`src/rtl/monoStepPkg.sv`:
```
package monoStepPkg;
  // Strobes from control to datapath
  typedef struct packed {
    logic fire;      // handshake completes this cycle
    logic negHalf;   // current sample lies in the second half of its period
    logic roundEnd;  // current sample is the last one of the round
  } ctrlStrobes_t;
endpackage

```
`src/rtl/monoStepCtrl.sv`:
```
module monoStepCtrl
  import monoStepPkg::*;
#(
  parameter int PERIOD_LEN = 4,
  parameter int REPEATS    = 10,
  parameter int MAX_STEP   = 10,
  localparam int SAMP_CW   = (PERIOD_LEN > 2) ? $clog2(PERIOD_LEN) : 1,
  localparam int PER_CW    = (REPEATS > 2) ? $clog2(REPEATS) : 1,
  localparam int STAGE_W   = $clog2(MAX_STEP + 1)
) (
  input  logic               clk,
  input  logic               rst,
  input  logic               sampleReady,
  output logic               validOut,
  output logic [STAGE_W-1:0] stageOut,
  output ctrlStrobes_t       strobes
);
  localparam int HALF = PERIOD_LEN / 2;
  localparam logic [SAMP_CW-1:0] SAMP_LAST  = SAMP_CW'(PERIOD_LEN - 1);
  localparam logic [SAMP_CW-1:0] SAMP_HALF  = SAMP_CW'(HALF);
  localparam logic [PER_CW-1:0]  PER_LAST   = PER_CW'(REPEATS - 1);
  localparam logic [STAGE_W-1:0] STAGE_LAST = STAGE_W'(MAX_STEP);

  logic               validQ;
  logic [SAMP_CW-1:0] sampleCnt;
  logic [PER_CW-1:0]  periodCnt;
  logic [STAGE_W-1:0] stageCnt;

  logic fire, lastSample, lastPeriod, lastStage;

  always_comb begin
    fire       = validQ & sampleReady;
    lastSample = (sampleCnt == SAMP_LAST);
    lastPeriod = (periodCnt == PER_LAST);
    lastStage  = (stageCnt == STAGE_LAST);
  end

  always_ff @(posedge clk) begin
    if (rst) begin
      validQ    <= 1'b0;
      sampleCnt <= '0;
      periodCnt <= '0;
      stageCnt  <= '0;
    end else begin
      validQ <= 1'b1;
      if (fire) begin
        sampleCnt <= lastSample ? '0 : sampleCnt + 1'b1;
        if (lastSample) begin
          periodCnt <= lastPeriod ? '0 : periodCnt + 1'b1;
          if (lastPeriod)
            stageCnt <= lastStage ? '0 : stageCnt + 1'b1;
        end
      end
    end
  end

  always_comb begin
    strobes.fire     = fire;
    strobes.negHalf  = (sampleCnt >= SAMP_HALF);
    strobes.roundEnd = lastSample & lastPeriod & lastStage;
    validOut         = validQ;
    stageOut         = stageCnt;
  end
endmodule

```
`src/rtl/monoStepData.sv`:
```
module monoStepData
  import monoStepPkg::*;
#(
  parameter int SAMPLE_W = 20,
  parameter int STAGE_W  = 4
) (
  input  logic                clk,
  input  logic                rst,
  input  logic [STAGE_W-1:0]  stageIn,
  input  ctrlStrobes_t        strobes,
  output logic [SAMPLE_W-1:0] dataOut,
  output logic                wrapOut
);
  logic [SAMPLE_W-1:0] magnitude;
  logic                wrapQ;

  always_comb begin
    magnitude = SAMPLE_W'(stageIn);
    dataOut   = strobes.negHalf ? (~magnitude + 1'b1) : magnitude;
    wrapOut   = wrapQ;
  end

  always_ff @(posedge clk) begin
    if (rst) wrapQ <= 1'b0;
    else     wrapQ <= strobes.fire & strobes.roundEnd;
  end
endmodule

```
`src/rtl/monoStepGen.sv`:
```
module monoStepGen
  import monoStepPkg::*;
#(
  parameter int SAMPLE_W   = 20,
  parameter int PERIOD_LEN = 4,
  parameter int REPEATS    = 10,
  parameter int MAX_STEP   = 10,
  localparam int STAGE_W   = $clog2(MAX_STEP + 1)
) (
  input  logic                clk,
  input  logic                rst,
  input  logic                sampleReady,
  output logic                sampleValid,
  output logic [SAMPLE_W-1:0] sampleData,
  output logic [STAGE_W-1:0]  stageIdx,
  output logic                wrapPulse
);
  ctrlStrobes_t strobes;

  monoStepCtrl #(
    .PERIOD_LEN(PERIOD_LEN), .REPEATS(REPEATS), .MAX_STEP(MAX_STEP)
  ) uCtrl (
    .clk(clk), .rst(rst), .sampleReady(sampleReady),
    .validOut(sampleValid), .stageOut(stageIdx), .strobes(strobes)
  );

  monoStepData #(
    .SAMPLE_W(SAMPLE_W), .STAGE_W(STAGE_W)
  ) uData (
    .clk(clk), .rst(rst), .stageIn(stageIdx), .strobes(strobes),
    .dataOut(sampleData), .wrapOut(wrapPulse)
  );
endmodule

```
`config.mk`:
```
export PLATFORM = sky130hd
export DESIGN_NAME = monoStepGen
export DESIGN_NICKNAME = d
export VERILOG_FILES = /design/src/rtl/monoStepPkg.sv /design/src/rtl/monoStepCtrl.sv /design/src/rtl/monoStepData.sv /design/src/rtl/monoStepGen.sv
export SDC_FILE = /design/constraint.sdc
export NUM_CORES = 1
export LEC_CHECK = 0
export BUFFER_PORTS_ARGS = -buffer_cell sky130_fd_sc_hd__buf_2
export CAP_MARGIN = 20
export CORE_UTILIZATION = 48
export CTS_CLUSTER_DIAMETER = 30
export DETAILED_ROUTE_END_ITERATION = 7
export PLACE_DENSITY_LB_ADDON = 0.2
export SLEW_MARGIN = 20
export SYNTH_ARGS = -nofsm -noshare
export SYNTH_HDL_FRONTEND = slang
export SYNTH_HIERARCHICAL = 1
export SYNTH_SLANG_ARGS = --single-unit
```
`constraint.sdc`:
```
create_clock -name clk -period 1.9 [get_ports clk]
set_input_delay 0.38 -clock clk [delete_from_list [all_inputs] [get_ports clk]]
set_output_delay 0.38 -clock clk [all_outputs]
set_load 0.01 [all_outputs]
```
==> results by stage <==
Final layout:
- The post-route netlist has 37.6% of its cells at a drive strength greater than 1.
- The number of nets at the end of the flow is 126.
- The final non-filler cell total is 133.
- The antenna diode instance count is 0.
- After filler insertion, the fill cell instance count of the layout stands at 139.
- Relative to the synthesized area, the layout overhead comes to 12.6%.
- The summed area of non-filler cells in the final layout is 926 sq um.

STA:
- Setup repair after global routing could not meet its margin everywhere.
- Between clock sinks in the finished design, the worst skew comes to 0.00370 ns.
- The minimum clock period after layout is 1.82 ns.
- The worst-margin pin slew is 0.325 ns.
- The number of hold-slack violations in the final timing report is 0.
- The final count of pins violating max slew is 0.
- The final period utilization is 95.6%.
- Based on the critical path, the design can be clocked at up to 551 MHz.
- The number of endpoints failing setup at the final stage is 0.
- Headroom to the max-slew limit came out at 78.2%.

Detailed routing:
- The number of vias per cell is 5.34.
- For this run, design rule violations remaining after detail routing come to 12.
- The total routed wirelength is 1.51 mm.
- After the first detailed-routing iteration, the DRC count stood at 32.
- The average wire per cell in the routed design is 11.3 microns.
- The count of antenna-violating nets left after detailed routing is 0.
- The number of search-and-repair iterations in the first detailed-routing pass is 6.
- The routed layout has 710 vias.

Outcome:
- The final reports fail on DRC.
- The run finished, with violations left.

Synthesis:
- The number of nets handed over by synthesis was 107.
- A synthesized cell averages 8.22 sq um.
- The post-synthesis cell count is 100.
- Of all flip-flops after synthesis, the portion carrying an async set or reset was 0%.
- Counting flops with a built-in enable in the synthesized netlist gives 0.
- The part of the Yosys area used for sequential elements is 29.2%.
- The largest area contributor in the synthesized netlist is dfxtp_1.
- The Yosys step of the flow raised 6 warnings.
- The number of distinct standard cells referenced by the synthesized netlist is 36.
- For this run, the leading register cell type out of synthesis is dfxtp_1.
- The number of synthesized register bits is 12.
- The netlist area before placement is 822 sq um.
- buf_4 is the most common cell in the netlist.
- The commonest cells after synthesis are buf_4 (15), dfxtp_1 (12), nor2_1 (8), nand2_1 (7), inv_1 (6).
- Ranked by total cell area, the synthesized netlist is headed by dfxtp_1 (29%), buf_4 (14%), ha_1 (6.1%).
- Summed over its instances, the top area cell type makes up 29.2% of the synthesized netlist area.

GRT:
- Global routing used 18.7% of the available tracks.
- The number of antenna violations at the first check in global routing is 0.
- The overflow left after global routing is 0.
- Entering global routing, the biggest net connects 14 pins.
- The via count of the first global-routing pass is 591.
- The first-pass GRT wire length is 2.64 mm.

Critical path:
- The endpoint of the worst register-to-register path is uCtrl/stageOut[0]$_SDFFE_PP0P_.
- The worst setup path is captured at an output pin.
- The category of the most critical setup path is register to output pin.
- The critical path goes through inv_1 -> ha_1 -> or2_4 -> nand2b_1 -> xnor2_1 -> buf_2.
- The beginning of the critical path is uCtrl/sampleCnt[0]$_SDFFE_PP0P_.
- Measured in cells, the most critical reg-to-reg path has a length of 5.
- The startpoint identified for the worst register-to-register timing path is uCtrl/sampleCnt[0]$_SDFFE_PP0P_.
- The delay contributed by the slowest stage of the critical path is 0.35 ns.
- For the worst setup path, the data required time is 1.52 ns.
- Of all nets on the critical path, the largest fanout is 8.
- The kind of launch point of the worst setup path is a register.
- The capture point of the critical path is sampleData[2].
- The data arrival time of the critical path is 1.44 ns.
- The highest-delay cell along the critical path is dfxtp_2.
- In this run the register-to-register setup slack is 0.28 ns.

Floorplanning:
- The die outline width is 43.4 microns.
- The floorplan step defined a die boundary enclosing 0.00188 sq mm.
- Pin placement for this block handled 29 I/O pins.
- For this configuration, the core starts out at a cell density of 52.7%.
- The count of standard-cell rows is 14.
- The die is 43.4 microns tall.
- The core box area is 0.00156 sq mm.

Power:
- The static leakage power is 0.000433 uW.
- The design draws 446 uW.
- The power per cell area is 482 mW/mm^2.
- VDD sags by at most 0.000288 V.

CTS:
- Clock tree synthesis inserted a total of 3 buffers.
- The number of buffers on the longest clock path is 2.
- The root cell of the clock tree is clkbuf_4.
- The CTS tree is done.
- The clock latency reported for the late side of the worst-skew pair is 0.26 ns.
- The number of H-tree branching levels is 1.
- Clock-pin slew was measured on the worst setup and hold paths at 0.07 ns.
- The CTS sink count is 12.

Placement:
- The total cell area at the placement stage is 881 sq um.
- The routability-driven placement congestion ratio is 0.787.
- In this run the tool buffered the top-level ports with 28 buffer cells.
- Once detailed placement completed, the half-perimeter wirelength came to 1.09 mm.
- The placed instance count is 129.

Hold path:
- The kind of path behind the tightest hold check is input pin to register.

Flow run:
- The number of maximum-capacitance violations is 0.
## worst max-delay path, delay by kind of cell, from the launching register on
kind          cells  cell delay, ns
buf+inv           2            0.19
xor+xnor          1            0.11
simple gates      2            0.34
fa+ha+maj         1            0.18
flops             1            0.35
## state kept, by name, summed over array words and instances (netlist names)
register	flops
uData/wrapOut	1
uCtrl/validOut	1
uCtrl/stageOut	4
uCtrl/periodCnt	4
uCtrl/sampleCnt	2
## cell families after synthesis
kind of cell / share of synthesized area (%)
mux: 2.59
fa+ha+maj: 6.09
simple gates: 27.2
compound gates: 13.9
flops: 29.2
buf+inv: 17.8
xor+xnor: 3.20
## power breakdown
part | switching [uW] | internal, uW | total, uW
Clock | 80.1 | 73.1 | 153
Combinational | 17.1 | 15.3 | 32.3
Sequential | 4.54 | 256 | 261
Total | 102 | 344 | 446
## worst min path at each step
stage | startpoint | slack, ns | cells after the start | end
6_report | rst | 0.43 | 2 | uData/wrapOut$_SDFF_PP0_
5_1_grt | rst | 0.44 | 2 | uData/wrapOut$_SDFF_PP0_
4_1_cts | rst | 0.43 | 2 | uCtrl/sampleCnt[0]$_SDFFE_PP0P_
3_5_place_dp | uCtrl/periodCnt[1]$_SDFFE_PP0P_ | 0.50 | 2 | uCtrl/periodCnt[1]$_SDFFE_PP0P_
3_3_place_gp | uCtrl/periodCnt[3]$_SDFFE_PP0P_ | 0.50 | 2 | uCtrl/periodCnt[3]$_SDFFE_PP0P_
2_1_floorplan | rst | 0.45 | 1 | uData/wrapOut$_SDFF_PP0_
## layout by cell type, fill, tap and decap left out, types with 3 or more instances in the layout
cell type / n
nand2_1: 7
nor2b_1: 4
clkbuf_4: 3
a21oi_1: 5
nor2_1: 8
o21ai_0: 4
inv_1: 6
buf_4: 4
nand4_1: 3
dfxtp_1: 10
buf_2: 28
ha_1: 4
## repair_timing
| item | CTS | global route |
|---|---|---|
| resized for setup | 3 | 2 |
| endpoints found under the setup margin | 19 | 11 |
| setup buffers | 0 | 1 |
| hold buffers | 0 | 0 |
## cell type report
type | instances | area [sq um] | share of cell area (%)
multi-input combinational | 64 | 448 | 48.4
clock buffer | 3 | 22.5 | 2.43
inverter | 6 | 22.5 | 2.43
timing repair buffer | 32 | 170 | 18.4
sequential | 12 | 243 | 26.2
tap | 16 | 20.0 | 2.16
## metrics by stage
| step | TNS, ns | hold slack (ns) | utilization (%) | worst slack, ns |
|---|---|---|---|---|
| 6_report | 0 | 0.434 | 59.4 | 0.0844 |
| 4_1_cts | 0 | 0.429 | 58.4 | 0.0581 |
| 3_5_place_dp | 0 | 0.505 | 56.5 | 0.227 |
| 5_1_grt | -0.163 | 0.443 | 59.4 | -0.0233 |
| 2_1_floorplan | 0 | 0.452 | - | 0.0880 |
| 3_3_place_gp | 0 | 0.495 | 56.5 | 0.261 |
## layer usage
metal | share of wire (%) | wire, microns | global-route usage, % | up-vias
li1 | - | - | - | 363
met1 | 45 | 680 | 24.7 | 307
met2 | 46 | 692 | 30.0 | 38
met3 | 7.6 | 115 | 2.50 | 2
met4 | 1.3 | 20 | 9.38 | 0
met5 | 0 | 0 | 0 | -
Note: power is estimated with default switching activity, not from simulation.
